<file path="config.mk">
export PLATFORM = sky130hd
export DESIGN_NAME = mdio_mgmt_ctrl
export DESIGN_NICKNAME = d
export VERILOG_FILES = /design/src/rtl/mdio_pkg.sv /design/src/rtl/mdio_ctrl.sv /design/src/rtl/mdio_datapath.sv /design/src/rtl/mdio_mgmt_ctrl.sv
export SDC_FILE = /design/constraint.sdc
export NUM_CORES = 1
export LEC_CHECK = 0
export BUFFER_PORTS_ARGS = -buffer_cell sky130_fd_sc_hd__buf_4
export CAP_MARGIN = 20
export CORE_MARGIN = 2
export CORE_UTILIZATION = 54
export DETAILED_ROUTE_END_ITERATION = 10
export PLACE_DENSITY = 0.7
export SLEW_MARGIN = 20
export SYNTH_ARGS = -nofsm -noshare
export SYNTH_HDL_FRONTEND = slang
export SYNTH_SLANG_ARGS = --single-unit
</file>
<file path="constraint.sdc">
create_clock -name clk -period 3.2 [get_ports clk]
set_input_delay 0.48 -clock clk [delete_from_list [all_inputs] [get_ports clk]]
set_output_delay 0.48 -clock clk [all_outputs]
set_load 0.005 [all_outputs]
</file>
<file path="src/rtl/mdio_pkg.sv">
package mdio_pkg;
  localparam int FRAME_BITS = 64;
  localparam int PRE_BITS   = 32;
  localparam int DATA_BITS  = 16;
  localparam int TA_BITS    = 2;
  localparam int DRIVE_RD   = FRAME_BITS - DATA_BITS - TA_BITS;
  localparam int SAMPLE_AT  = FRAME_BITS - DATA_BITS;
  localparam int IDX_W      = $clog2(FRAME_BITS);

  typedef struct packed {
    logic [2:0] rate;
    logic [4:0] phy;
    logic [4:0] regad;
    logic       cl45;
    logic [1:0] cmd;
  } accFields_t;

  typedef struct packed {
    logic load;
    logic shift;
    logic sample;
    logic done;
  } mdioStrobe_t;

  function automatic logic isReadCmd(input logic cl45, input logic [1:0] cmd);
    return cl45 ? cmd[1] : ~cmd[0];
  endfunction

  function automatic logic [1:0] wireOp(input logic cl45, input logic [1:0] cmd);
    logic [1:0] op;
    if (cl45) begin
      case (cmd)
        2'b00:   op = 2'b00;
        2'b01:   op = 2'b01;
        2'b10:   op = 2'b11;
        default: op = 2'b10;
      endcase
    end else begin
      op = cmd[0] ? 2'b01 : 2'b10;
    end
    return op;
  endfunction
endpackage

</file>
<file path="src/rtl/mdio_ctrl.sv">
module mdio_ctrl
  import mdio_pkg::*;
#(
  parameter int SYS_CLK_KHZ = 100000
) (
  input  logic                 clk,
  input  logic                 rstN,
  input  logic                 accWr,
  input  logic                 wrGo,
  input  accFields_t           wrFields,
  output logic                 busy,
  output accFields_t           fields,
  output mdioStrobe_t          strb,
  output logic [IDX_W-1:0]     bitIdx,
  output logic                 isRead,
  output logic                 mdc
);
  function automatic int halfOf(input int khz);
    int h;
    h = SYS_CLK_KHZ / (2 * khz);
    return (h < 1) ? 1 : h;
  endfunction

  localparam int HALF_2M5  = halfOf(2500);
  localparam int HALF_5M   = halfOf(5000);
  localparam int HALF_12M5 = halfOf(12500);
  localparam int HALF_25M  = halfOf(25000);
  localparam int HALF_1M25 = halfOf(1250);
  localparam int DIV_W     = $clog2(HALF_1M25 + 1);

  logic [DIV_W-1:0] divCnt, halfDiv, halfSel;
  logic             mdcQ, start, tick, rise, fall, lastBit;
  logic [IDX_W-1:0] bitCnt;

  always_comb begin
    case (wrFields.rate)
      3'd0:    halfSel = DIV_W'(HALF_2M5);
      3'd1:    halfSel = DIV_W'(HALF_5M);
      3'd2:    halfSel = DIV_W'(HALF_12M5);
      3'd3:    halfSel = DIV_W'(HALF_25M);
      default: halfSel = DIV_W'(HALF_1M25);
    endcase
  end

  assign start   = accWr && !busy && wrGo;
  assign tick    = busy && (divCnt == halfDiv - DIV_W'(1));
  assign rise    = tick && !mdcQ;
  assign fall    = tick && mdcQ;
  assign lastBit = (bitCnt == IDX_W'(FRAME_BITS - 1));
  assign isRead  = isReadCmd(fields.cl45, fields.cmd);

  assign strb.load   = start;
  assign strb.shift  = fall && !lastBit;
  assign strb.sample = rise && isRead && (bitCnt >= IDX_W'(SAMPLE_AT));
  assign strb.done   = fall && lastBit;

  assign bitIdx = bitCnt;
  assign mdc    = mdcQ;

  always_ff @(posedge clk) begin
    if (!rstN) begin
      busy    <= 1'b0;
      fields  <= '0;
      divCnt  <= '0;
      halfDiv <= DIV_W'(1);
      mdcQ    <= 1'b0;
      bitCnt  <= '0;
    end else begin
      if (accWr && !busy) fields <= wrFields;
      if (start) begin
        busy    <= 1'b1;
        halfDiv <= halfSel;
        divCnt  <= '0;
        mdcQ    <= 1'b0;
        bitCnt  <= '0;
      end else if (busy) begin
        divCnt <= tick ? '0 : divCnt + DIV_W'(1);
        if (tick)        mdcQ   <= ~mdcQ;
        if (strb.shift)  bitCnt <= bitCnt + IDX_W'(1);
        if (strb.done)   busy   <= 1'b0;
      end
    end
  end
endmodule

</file>
<file path="src/rtl/mdio_datapath.sv">
module mdio_datapath
  import mdio_pkg::*;
(
  input  logic        clk,
  input  logic        rstN,
  input  mdioStrobe_t strb,
  input  logic [4:0]  ldPhy,
  input  logic [4:0]  ldReg,
  input  logic        ldCl45,
  input  logic [1:0]  ldCmd,
  input  logic        dataWr,
  input  logic [31:0] wrData,
  input  logic        mdioI,
  output logic        mdioO,
  output logic        mdioOe,
  output logic [31:0] dataReg
);
  logic [FRAME_BITS-1:0] frameSr, oeSr, frameNew, oeNew;
  logic [DATA_BITS-1:0]  capSr;
  logic                  readQ, loadRead;

  assign loadRead = isReadCmd(ldCl45, ldCmd);

  always_comb begin
    frameNew = {{PRE_BITS{1'b1}},
                ldCl45 ? 2'b00 : 2'b01,
                wireOp(ldCl45, ldCmd),
                ldPhy, ldReg,
                loadRead ? 2'b11 : 2'b10,
                loadRead ? {DATA_BITS{1'b1}} : dataReg[DATA_BITS-1:0]};
    oeNew = loadRead ? {{DRIVE_RD{1'b1}}, {(FRAME_BITS - DRIVE_RD){1'b0}}}
                     : {FRAME_BITS{1'b1}};
  end

  assign mdioO  = frameSr[FRAME_BITS-1];
  assign mdioOe = oeSr[FRAME_BITS-1];

  always_ff @(posedge clk) begin
    if (!rstN) begin
      frameSr <= '1;
      oeSr    <= '0;
      capSr   <= '0;
      readQ   <= 1'b0;
      dataReg <= '0;
    end else begin
      if (strb.load) begin
        frameSr <= frameNew;
        oeSr    <= oeNew;
        readQ   <= loadRead;
      end else if (strb.shift) begin
        frameSr <= {frameSr[FRAME_BITS-2:0], 1'b1};
        oeSr    <= {oeSr[FRAME_BITS-2:0], 1'b0};
      end
      if (strb.sample) capSr <= {capSr[DATA_BITS-2:0], mdioI};
      if (strb.done) begin
        frameSr <= '1;
        oeSr    <= '0;
        if (readQ) dataReg <= {{(32 - DATA_BITS){1'b0}}, capSr};
      end
      if (dataWr) dataReg <= wrData;
    end
  end
endmodule

</file>
<file path="src/rtl/mdio_mgmt_ctrl.sv">
module mdio_mgmt_ctrl
  import mdio_pkg::*;
#(
  parameter int              SYS_CLK_KHZ = 100000,
  parameter int              ADDR_W      = 12,
  parameter logic [ADDR_W-1:0] ACC_OFS   = ADDR_W'(12'h120),
  parameter logic [ADDR_W-1:0] DATA_OFS  = ADDR_W'(12'h124)
) (
  input  logic              clk,
  input  logic              rstN,
  input  logic              csrWrEn,
  input  logic [ADDR_W-1:0] csrAddr,
  input  logic [31:0]       csrWrData,
  output logic [31:0]       csrRdData,
  output logic              mdc,
  output logic              mdioO,
  output logic              mdioOe,
  input  logic              mdioI
);
  accFields_t       wrFields, fields;
  mdioStrobe_t      strb;
  logic             busy, isRead, accWr, dataWr;
  logic [IDX_W-1:0] bitIdx;
  logic [31:0]      dataReg;

  assign accWr  = csrWrEn && (csrAddr == ACC_OFS);
  assign dataWr = csrWrEn && (csrAddr == DATA_OFS) && !busy;

  assign wrFields = '{rate:  csrWrData[18:16], phy: csrWrData[15:11],
                      regad: csrWrData[10:6],  cl45: csrWrData[3],
                      cmd:   csrWrData[2:1]};

  always_comb begin
    if (csrAddr == ACC_OFS)
      csrRdData = {13'b0, fields.rate, fields.phy, fields.regad, 2'b00,
                   fields.cl45, fields.cmd, busy};
    else if (csrAddr == DATA_OFS)
      csrRdData = dataReg;
    else
      csrRdData = '0;
  end

  mdio_ctrl #(.SYS_CLK_KHZ(SYS_CLK_KHZ)) u_ctrl (
    .clk(clk), .rstN(rstN), .accWr(accWr), .wrGo(csrWrData[0]),
    .wrFields(wrFields), .busy(busy), .fields(fields), .strb(strb),
    .bitIdx(bitIdx), .isRead(isRead), .mdc(mdc)
  );

  mdio_datapath u_dp (
    .clk(clk), .rstN(rstN), .strb(strb),
    .ldPhy(wrFields.phy), .ldReg(wrFields.regad),
    .ldCl45(wrFields.cl45), .ldCmd(wrFields.cmd),
    .dataWr(dataWr), .wrData(csrWrData), .mdioI(mdioI),
    .mdioO(mdioO), .mdioOe(mdioOe), .dataReg(dataReg)
  );
endmodule

</file>
==> metrics.txt, run 1 <==
pin count of the biggest net entering global routing=97; power dissipated by switching net loads=1140 µW; number of inserted diodes=0; relative area change from synthesis to final layout=18.1%; actual slew at the worst max-slew pin=0.726 ns; unrepaired setup endpoints after global routing=false; Die Width=approximately 130 µm; fraction of power consumed by the clock network=48.2%; max-cap violation count=0; top_reg_cell synth=dfxtp_1; sequential group share of total power=49.3%; netlist area before placement=roughly 0.0087 mm²; first-pass iteration count of the detailed router=5; Site Rows=46; WP buf/inv=3; signal arrival time at the worst endpoint=2.21 ns; final core utilization=64.8%; async set or reset register ratio after synthesis=0%; via density per instance=5.68; number of I/O pins=83; fin. max-slew vios=0; crit path launch type=primary input; Max Fanout on Critical Path=18; critical path type=in2out; clk_skew=between 0.009 and 0.01 ns; first-pass GRT wire length=between 30 and 40 mm; number of input and output port buffers inserted=just over 80; clock buffer count from CTS=23; cell with the most instances after synthesis=nand2_1; post-DR wirelength/cell=roughly 16 µm; final hold viol count=0; period utilization=roughly 84%; TritonCTS Sinks=213; global routing met3 resource utilization=3.09%; DRC violations left=0; EDFF count, synth=0; met2 track utilization from global routing=a little under two fifths; Synth Warn #=0; Starting Density=54.9%; global routing's busiest layer=met2; M1 GR Usage=32.8%; die boundary height=131 µm; combinational group share of total power=2.5%; clock tree from TritonCTS=yes; number of vias in the routed layout=7336; Core Area=0.0158 mm²; endpoint required time on the critical path=2.72 ns; library cell appearing most often on the critical path=buf_4; Fmax achieved=371 MHz; Post-Synthesis Net Count=1061; half-perimeter wire length after detailed placement=12.3 mm; Final #Nets=between 1000 and 1500; cell types with the highest counts after synthesis=nand2_1, dfxtp_1, nand3_1, a31oi_1, clkbuf_1; Detail Route Antenna Nets=0; PD cells=525 mW/mm²; nature of the critical path endpoint=output pin; number of buffers on the longest clock path=3; clock transition at the registers of the reported paths=approximately 0.060 ns; leakage power total=0.00408 µW; cell-by-cell listing of the critical path=buf_4 -> or4b_4 -> nor4_4 -> buf_4 -> a22o_1 -> buf_4; number of filler cells placed in the layout=about 1400; GRT Residual Overflow=0; share of final-layout standard cells stronger than drive strength 1=15.9%; antenna violations before repair=0; Sw Share=a little over a fifth; cell with the largest stage delay on the worst path=or4b_4; result of the run=finished, final reports clean; count of routing violations after the opening detailed-route iteration=611; Tmin final=between 2 and 3 ns; Setup TNS=0 ns; synth top area cells=dfxtp_1, nand2_1, a31oi_1; Die Outline Area=0.0171 mm²; Total Wirelength=20.2 mm; H-tree depth=1; biggest cell delay along the critical path=0.58 ns; Clock Latency Late Sink=0.51 ns; final setup vio count=0; max_slew headroom=51.6%; post-synthesis register bit count=213; library cell with the largest summed area after synthesis=dfxtp_1; sequential fraction of the synthesis area=49.1%; vias in the first global route=6594; Avg Inst Size Synth=8.60 µm²; worst hold slack across all endpoints=0.182 ns; number of cells produced by synthesis=1010; quantity of hold-fixing buffers added after cts=0; slack of the critical path=0.507 ns; internal power contribution=4250 µW; root buffer cell=clkbuf_16; Tot Pwr=5380 µW; number of library cell types mapped by synthesis=58; area share of the leading cell type in the synthesized netlist=49.1%; worst supply voltage drop on vdd=0.395 mV; setup fix buffers added after clock tree synthesis=0; crit-path leading delay family=simple AND/OR/NAND/NOR gates; Resized Gates After CTS=0; min-delay worst type=in2reg; worst setup slack after placement=roughly 0.42 ns; GP Congestion=0.806; Tot GR Track Use=23.3%
==> metal layers <==
| metal | vias up | part of all wire, % |
|---|---|---|
| li1 | 3661 | - |
| met1 | 3494 | 47 |
| met2 | 150 | 47 |
| met3 | 31 | 3.8 |
| met4 | 0 | 2.0 |
| met5 | - | 0 |
==> layout make-up <==
class                      instances  area (µm²)  area share (%)
clock inverter                    10        85.1           0.829
timing repair buffer             109         881            8.59
multi-input combinational        705        4060            39.6
inverter                           8        30.0           0.293
clock buffer                      31         666            6.49
sequential                       213        4260            41.6
tap                              216         270            2.63
==> flip-flops by register name, indices dropped and copies added (netlist names) <==
register        count
u_ctrl.halfDiv      6
u_ctrl.bitIdx       6
u_dp.oeSr          64
u_ctrl.busy         1
u_dp.frameSr       64
u_ctrl.mdc          1
u_dp.readQ          1
u_ctrl.divCnt       6
u_dp.dataReg       32
u_ctrl.fields      16
u_dp.capSr         16
==> cells by family (layout without fill, tap and decap cells) <==
kind of cell    after synthesis  in the layout  synth area share, %
simple gates                424            424                 22.1
compound gates              226            226                 17.8
flops                       213            213                 49.1
buf+inv                      92            158                 4.74
mux                          37             37                 4.32
xor+xnor                     15             15                 1.51
fa+ha+maj                     3              3                0.432
==> worst reg2reg max path: stages, from the launching register on <==
cell and delay [ns]:
dfxtp_1 0.37, inv_1 0.07, ha_1 0.23, nor2b_1 0.13, or3_1 0.38, a31o_2 0.34, nor3_2 0.38, buf_12 0.30
nand2_1 0.11, a31oi_1 0.22
==> power groups by stage <==
stage          sequential [µW]  clock [µW]  combinational (µW)
3_3_place_gp              2710           0                 135
3_5_place_dp              2710           0                 135
4_1_cts                   2650        2640                 135
5_1_grt                   2650        2750                 145
6_report                  2650        2600                 136
2_1_floorplan             2710           0                55.7
==> per-stage QoR <==
| step | cell area, µm² | cells |
|---|---|---|
| 4_1_cts | 10200 | 1291 |
| 5_1_grt | 10300 | 1292 |
| 2_1_floorplan | 8680 | 1010 |
| 3_3_place_gp | 9500 | 1250 |
| 6_report | 10300 | 1292 |
| 3_5_place_dp | 9500 | 1250 |
==> path summary, 6_finish.rpt <==
| kind | start | slack [ns] | cells past startpoint | endpoint |
|---|---|---|---|---|
| setup reg to reg | u_ctrl.halfDiv[0]$_SDFFE_PN1P_ | 0.59 | 9 | u_dp.oeSr[11]$_SDFFE_PP0P_ |
| hold / removal | csrWrData[24] | 0.18 | 2 | u_dp.dataReg[24]$_SDFFE_PN0P_ |
| setup / recovery | csrAddr[9] | 0.51 | 6 | csrRdData[7] |
| hold reg to reg | u_ctrl.fields[14]$_SDFFE_PN0N_ | 0.45 | 2 | u_ctrl.fields[14]$_SDFFE_PN0N_ |
==> layout by cell type, fill, tap and decap left out, drive strengths merged, types with 21 or more instances in the layout <==
cell type,instances
a21oi,32
a22o,34
a31oi,63
buf,109
clkbuf,31
dfxtp,213
mux2i,33
nand2,252
nand3,67
nor2,40
o21ai,26
o31ai,21
No activity file was read; power rests on OpenSTA's default activity.
==> run 2: changes to the inputs <==
CORE_UTILIZATION = 53   (was 54)
PLACE_DENSITY = 0.71   (was 0.7)
clock period = 2.3 ns   (was 3.2 ns; I/O delays follow)
==> run 2 against run 1 <==
The flow now finishes with violations (negative setup slack). Flip-flop and latch count unchanged. Clock power up 37%. Register-to-register slack worse by 0.65 ns. Cell count grew 5.1%. Clock skew rose by 0.0023 ns. Critical path type unchanged. Critical endpoint is now csrRdData[10].
==> metrics.txt, run 2 (synthesis results as in run 1) <==
Critical Path Stages=8 (+2); max-cap violation count=0 (unchanged); clock tree from TritonCTS=yes; relative area change from synthesis to final layout=31.8%; most common cell after layout, fill and taps aside=nand2_1; number of I/O pins=83 (unchanged); number of buffers on the longest clock path=3 (unchanged); Site Rows=46 (unchanged); count of routing violations after the opening detailed-route iteration=641 (+4.9%); Total Wirelength=22.8 mm (+13%); min-delay worst type=in2reg; result of the run=complete, but fails checks; final hold viol count=0 (unchanged); half-perimeter wire length after detailed placement=13.0 mm (+5.8%); length in cells of the worst reg-to-reg path=13 (+4); final setup vio count=62 (+62); first-pass GRT wire length=36.1 mm (+9.7%); cell-by-cell listing of the critical path=buf_6 -> or4b_4 -> buf_6 -> nor4_4 -> buf_4 -> buf_8 -> a22o_1 -> buf_4; H-tree depth=1 (unchanged); max_slew headroom=52.8% (+1.2 points); Clock Latency Late Sink=0.50 ns (about the same); final core utilization=71.8% (+7.0 points); crit-path leading delay family=simple AND/OR/NAND/NOR gates; number of vias in the routed layout=7849 (+7.0%); fin. max-slew vios=0 (unchanged); vias in the first global route=7262 (+10%); leakage power total=0.00460 µW (+13%); number of input and output port buffers inserted=82 (unchanged); Max Fanout on Critical Path=8 (-10); TritonCTS Sinks=213 (unchanged); largest registers ranked by flip-flop count=u_dp.frameSr x64, u_dp.oeSr x64, u_dp.dataReg x32; Detail Route Antenna Nets=0 (unchanged); root buffer cell=clkbuf_16; clock transition at the registers of the reported paths=0.05 ns (about the same); signal arrival time at the worst endpoint=2.05 ns (-0.16 ns); GP Congestion=0.821 (+1.9%); Fmax achieved=417 MHz; period utilization=104%; slack of the critical path=-0.0981 ns (-0.605 ns); DRC violations left=0 (unchanged); WP buf/inv=5 (+2); critical path type=in2out; actual slew at the worst max-slew pin=0.706 ns (-0.0196 ns); quantity of hold-fixing buffers added after cts=0 (unchanged); most used cells in the layout excluding fill and tap cells=nand2_1, dfxtp_1, buf_4; number of inserted diodes=0 (unchanged); violated checks=negative setup slack; Setup TNS=-1.83 ns (-1.83 ns); unrepaired setup endpoints after global routing=true; PD cells=651 mW/mm² (+24%); Die Outline Area=0.0174 mm² (+1.8%); post-DR wirelength/cell=16.8 µm (+7.3%); Final #Nets=1182 (+6.4%); crit path launch type=primary input; Tot GR Track Use=24.3% (+0.99 points); GRT Residual Overflow=0 (unchanged); worst setup slack after placement=-0.307 ns (-0.727 ns); Tmin final=2.40 ns; Die Width=132 µm (+0.91%); antenna violations before repair=0 (unchanged); pin count of the biggest net entering global routing=63 (-35%); clock buffer count from CTS=23 (unchanged); worst supply voltage drop on vdd=0.633 mV (+60%); nature of the critical path endpoint=output pin; endpoint required time on the critical path=1.96 ns (-0.76 ns); Core Area=0.0159 mm² (+0.73%); cell with the largest stage delay on the worst path=or4b_4; via density per instance=5.78 (+1.8%); clk_skew=0.0113 ns (+0.00233 ns); Starting Density=54.5% (-0.40 points); die boundary height=132 µm (+0.91%); share of final-layout standard cells stronger than drive strength 1=24.3% (+8.5 points); cell count of the worst hold path=2 (unchanged); first-pass iteration count of the detailed router=5 (unchanged); worst hold slack across all endpoints=0.0603 ns (-0.122 ns); biggest cell delay along the critical path=0.55 ns (-0.03 ns)
run 2: cell types whose count changed in the layout (fill, tap and decap cells not counted), sizes merged:
cell / before / now
buf: 109 / 175
clkinvlp: 1 / 0
bufbuf: 0 / 1
clkinv: 8 / 4
clkbuf: 31 / 34
bufinv: 1 / 2
run 2: through the flow:
stage | cell area (µm²) | total power, µW | std cells
after global placement | 9970 | 3970 | 1296
after floorplan | 8690 | 3850 | 1010
after detailed placement | 9970 | 3970 | 1296
after global routing | 11400 | 7690 | 1358
after CTS | 11100 | 7490 | 1350
final | 11400 | 7460 | 1358
run 2: repair_timing:
item | in CTS | in global routing
setup buffers | 12 | 7
setup endpoints to repair | 191 | 184
gates cloned | 6 | 4
resized for setup | 26 | 62
pin swaps | 6 | 44
run 2: path summary, 6_finish.rpt:
| path | start | to | slack [ns] |
|---|---|---|---|
| max reg2reg | u_ctrl.halfDiv[0]$_SDFFE_PN1P_ | u_dp.frameSr[51]$_SDFFE_PP1P_ | -0.06 |
| max | csrAddr[10] | csrRdData[10] | -0.1 |
| min | csrWrData[24] | u_dp.dataReg[24]$_SDFFE_PN0P_ | 0.06 |
| min reg2reg | u_ctrl.fields[3]$_SDFFE_PN0N_ | u_ctrl.fields[3]$_SDFFE_PN0N_ | 0.45 |
run 2: routing by layer:
| metal | global-route usage, % | up-vias | part of all wire [%] |
|---|---|---|---|
| li1 | - | 3799 | - |
| met5 | 0 | - | 0 |
| met4 | 6.94 | 0 | 2.5 |
| met1 | 33.4 | 3783 | 44 |
| met3 | 3.00 | 45 | 4.8 |
| met2 | 40.4 | 222 | 49 |
run 2: power breakdown:
| group | switching (µW) | internal, µW | leakage (µW) |
|---|---|---|---|
| combinational | 118 | 94.7 | 0.00253 |
| sequential | 0.132 | 3690 | 0.00172 |
| clock | 1420 | 2140 | 0.000354 |
| total | 1530 | 5920 | 0.00460 |
run 2: worst reg2reg max path: cells and delay by family (launching register included):
kind / cells / cell delay [ns]
AO/OA/AOI/OAI: 1 / 0.28
adder cells (fa/ha/maj): 1 / 0.16
buffers and inverters: 6 / 0.75
flip-flops: 1 / 0.33
AND/OR/NAND/NOR: 5 / 0.80
run 2: area by class of cell:
type                       instances  area [µm²]
fill                            1194        4500
multi-input combinational        705        4330
sequential                       213        4270
timing repair buffer             180        1830
clock buffer                      30         632
tap                              216         270
clock inverter                     6        83.8
inverter                           8        30.0
==> run 3: changes to the inputs <==
RECOVER_POWER = 25   (was default)
==> run 3 against run 2 <==
The flow still finishes with violations (negative setup slack). Final area shrank 0.50%. Via count grew 0.22%. Sequential share of layout area grew 0.19 points. Hold slack gained 0.00088 ns. First-iteration DRC count shrank 1.1%. Clock skew shrank 0.00078 ns. Global-route usage is the same. Cell count is the same. Register-to-register slack lost 0.098 ns. Highest routed layer unchanged.
==> metrics.txt, run 3 (synthesis results as in run 1) <==
most used cells in the layout excluding fill and tap cells=nand2_1, dfxtp_1, buf_4; unrepaired setup endpoints after global routing=true; Site Rows=46 (unchanged); clock buffer count from CTS=23 (unchanged); Starting Density=54.5% (unchanged); number of vias in the routed layout=7866 (+0.22%); max_slew headroom=52.4% (-0.40 points); half-perimeter wire length after detailed placement=13.0 mm (unchanged); die boundary height=132 µm (unchanged); leakage power total=0.00458 µW (-0.49%); worst supply voltage drop on vdd=0.632 mV (-0.18%); Detail Route Antenna Nets=0 (unchanged); endpoint required time on the critical path=2.70 ns (+0.74 ns); violated checks=negative setup slack; Max Fanout on Critical Path=26 (+18); most common cell after layout, fill and taps aside=nand2_1; vias in the first global route=7262 (unchanged); number of input and output port buffers inserted=82 (unchanged); GP Congestion=0.821 (unchanged); post-DR wirelength/cell=16.8 µm (-0.23%); clk_skew=0.0105 ns (-0.000785 ns); Tot GR Track Use=24.3% (unchanged); clock tree from TritonCTS=yes; final setup vio count=56 (-9.7%); slack of the critical path=-0.158 ns (-0.0595 ns); Total Wirelength=22.8 mm (-0.23%); fin. max-slew vios=0 (unchanged); cell-by-cell listing of the critical path=nor2b_1 -> buf_4 -> nand2_1 -> nor4b_1 -> clkbuf_2 -> o21ai_0 -> a221oi_2; result of the run=complete, but fails checks; first-pass iteration count of the detailed router=6 (+1); Setup TNS=-1.77 ns (+0.0593 ns); number of I/O pins=83 (unchanged); GRT Residual Overflow=0 (unchanged); Fmax achieved=407 MHz (-2.4%); final core utilization=71.4% (-0.36 points); DRC violations left=0 (unchanged); period utilization=107% (+2.6 points); number of filler cells placed in the layout=1205 (+0.92%); critical path type=reg2reg; number of inserted diodes=0 (unchanged); signal arrival time at the worst endpoint=2.86 ns (+0.81 ns); PD cells=654 mW/mm² (+0.43%); min-delay worst type=in2reg; max-cap violation count=0 (unchanged); Die Outline Area=0.0174 mm² (unchanged); Tmin final=2.46 ns (+0.0595 ns); nature of the critical path endpoint=flip-flop; crit path launch type=flip-flop; Core Area=0.0159 mm² (unchanged); clock transition at the registers of the reported paths=0.06 ns (about the same); share of final-layout standard cells stronger than drive strength 1=24.0% (-0.35 points); Clock Latency Late Sink=0.50 ns (about the same); number of buffers on the longest clock path=3 (unchanged); largest registers ranked by flip-flop count=u_dp.frameSr x64, u_dp.oeSr x64, u_dp.dataReg x32; biggest cell delay along the critical path=0.63 ns (+0.08 ns); actual slew at the worst max-slew pin=0.712 ns (+0.00593 ns); cell with the largest stage delay on the worst path=clkbuf_2; via density per instance=5.79 (+0.22%); count of routing violations after the opening detailed-route iteration=634 (-1.1%); Final #Nets=1182 (unchanged); final hold viol count=0 (unchanged); pin count of the biggest net entering global routing=63 (unchanged); relative area change from synthesis to final layout=31.1%; TritonCTS Sinks=213 (unchanged); Die Width=132 µm (unchanged); first-pass GRT wire length=36.1 mm (unchanged); root buffer cell=clkbuf_16; antenna violations before repair=0 (unchanged); H-tree depth=1 (unchanged)
run 3: cell count changes in the layout (fill, tap and decap cells not counted), moves of 2 or more:
cell / delta
buf_4: -4
buf_12: -2
clkbuf_1: +2
clkbuf_2: +2
clkbuf_4: +2
run 3: routing by layer:
layer / wire length (µm) / vias up / share of wire [%] / GRT usage, %
met3: 967 / 35 / 4.2 / 3.00
met1: 10200 / 3822 / 45 / 33.4
met2: 11200 / 210 / 49 / 40.4
met5: 0 / - / 0 / 0
li1: - / 3799 / - / -
met4: 433 / 0 / 1.9 / 6.94
run 3: worst paths after layout:
| path | start | end | slack (ns) | depth (start not counted) |
|---|---|---|---|---|
| setup / recovery | u_ctrl.busy$_SDFF_PN0_ | u_dp.oeSr[17]$_SDFFE_PP0P_ | -0.16 | 7 |
| hold / removal | csrWrData[24] | u_dp.dataReg[24]$_SDFFE_PN0P_ | 0.06 | 2 |
| setup reg to reg | u_ctrl.busy$_SDFF_PN0_ | u_dp.oeSr[17]$_SDFFE_PP0P_ | -0.16 | 7 |
| hold reg to reg | u_ctrl.fields[3]$_SDFFE_PN0N_ | u_ctrl.fields[3]$_SDFFE_PN0N_ | 0.45 | 2 |
run 3: cell type report:
class / count / area [µm²] / area share [%]
clock buffers: 30 / 632 / 5.55
clock inverters: 6 / 83.8 / 0.736
inverters: 8 / 30.0 / 0.264
multi-input cells: 705 / 4310 / 37.8
flip-flops and latches: 213 / 4270 / 37.5
well taps: 216 / 270 / 2.37
repair buffers: 180 / 1800 / 15.8
run 3: critical path, delay by kind of cell (launching register included):
| kind | cells | cell delay (ns) |
|---|---|---|
| simple gates | 3 | 0.54 |
| flops | 1 | 0.36 |
| buf+inv | 2 | 0.81 |
| compound gates | 2 | 0.64 |
run 3: where the power goes:
group | leakage (µW) | internal (µW) | total [µW] | switching, µW
Sequential | 0.00172 | 3690 | 3690 | 0.132
Combinational | 0.00251 | 94.5 | 211 | 117
Clock | 0.000354 | 2140 | 3550 | 1410
run 3: through the flow:
step                      hold slack [ns]  std cells  setup WS [ns]  total power (µW)  area, µm²
after floorplan                     0.432       1010        -0.0116              3850       8690
after global placement              0.438       1296         -0.258              3970       9970
after detailed placement            0.443       1296         -0.307              3970       9970
after CTS                          0.0518       1350        0.00106              7490      11100
after global routing               0.0546       1358         -0.201              7680      11400
final                              0.0612       1358         -0.158              7450      11400
run 3: what timing repair did:
action                                  in CTS  in global routing
cloned                                       6                  4
pin swaps                                    6                 44
endpoints found under the hold margin        0                  0
resized for setup                           26                 62
hold buffers                                 0                  0
setup buffers                               12                  7
endpoints found under the setup margin     191                184
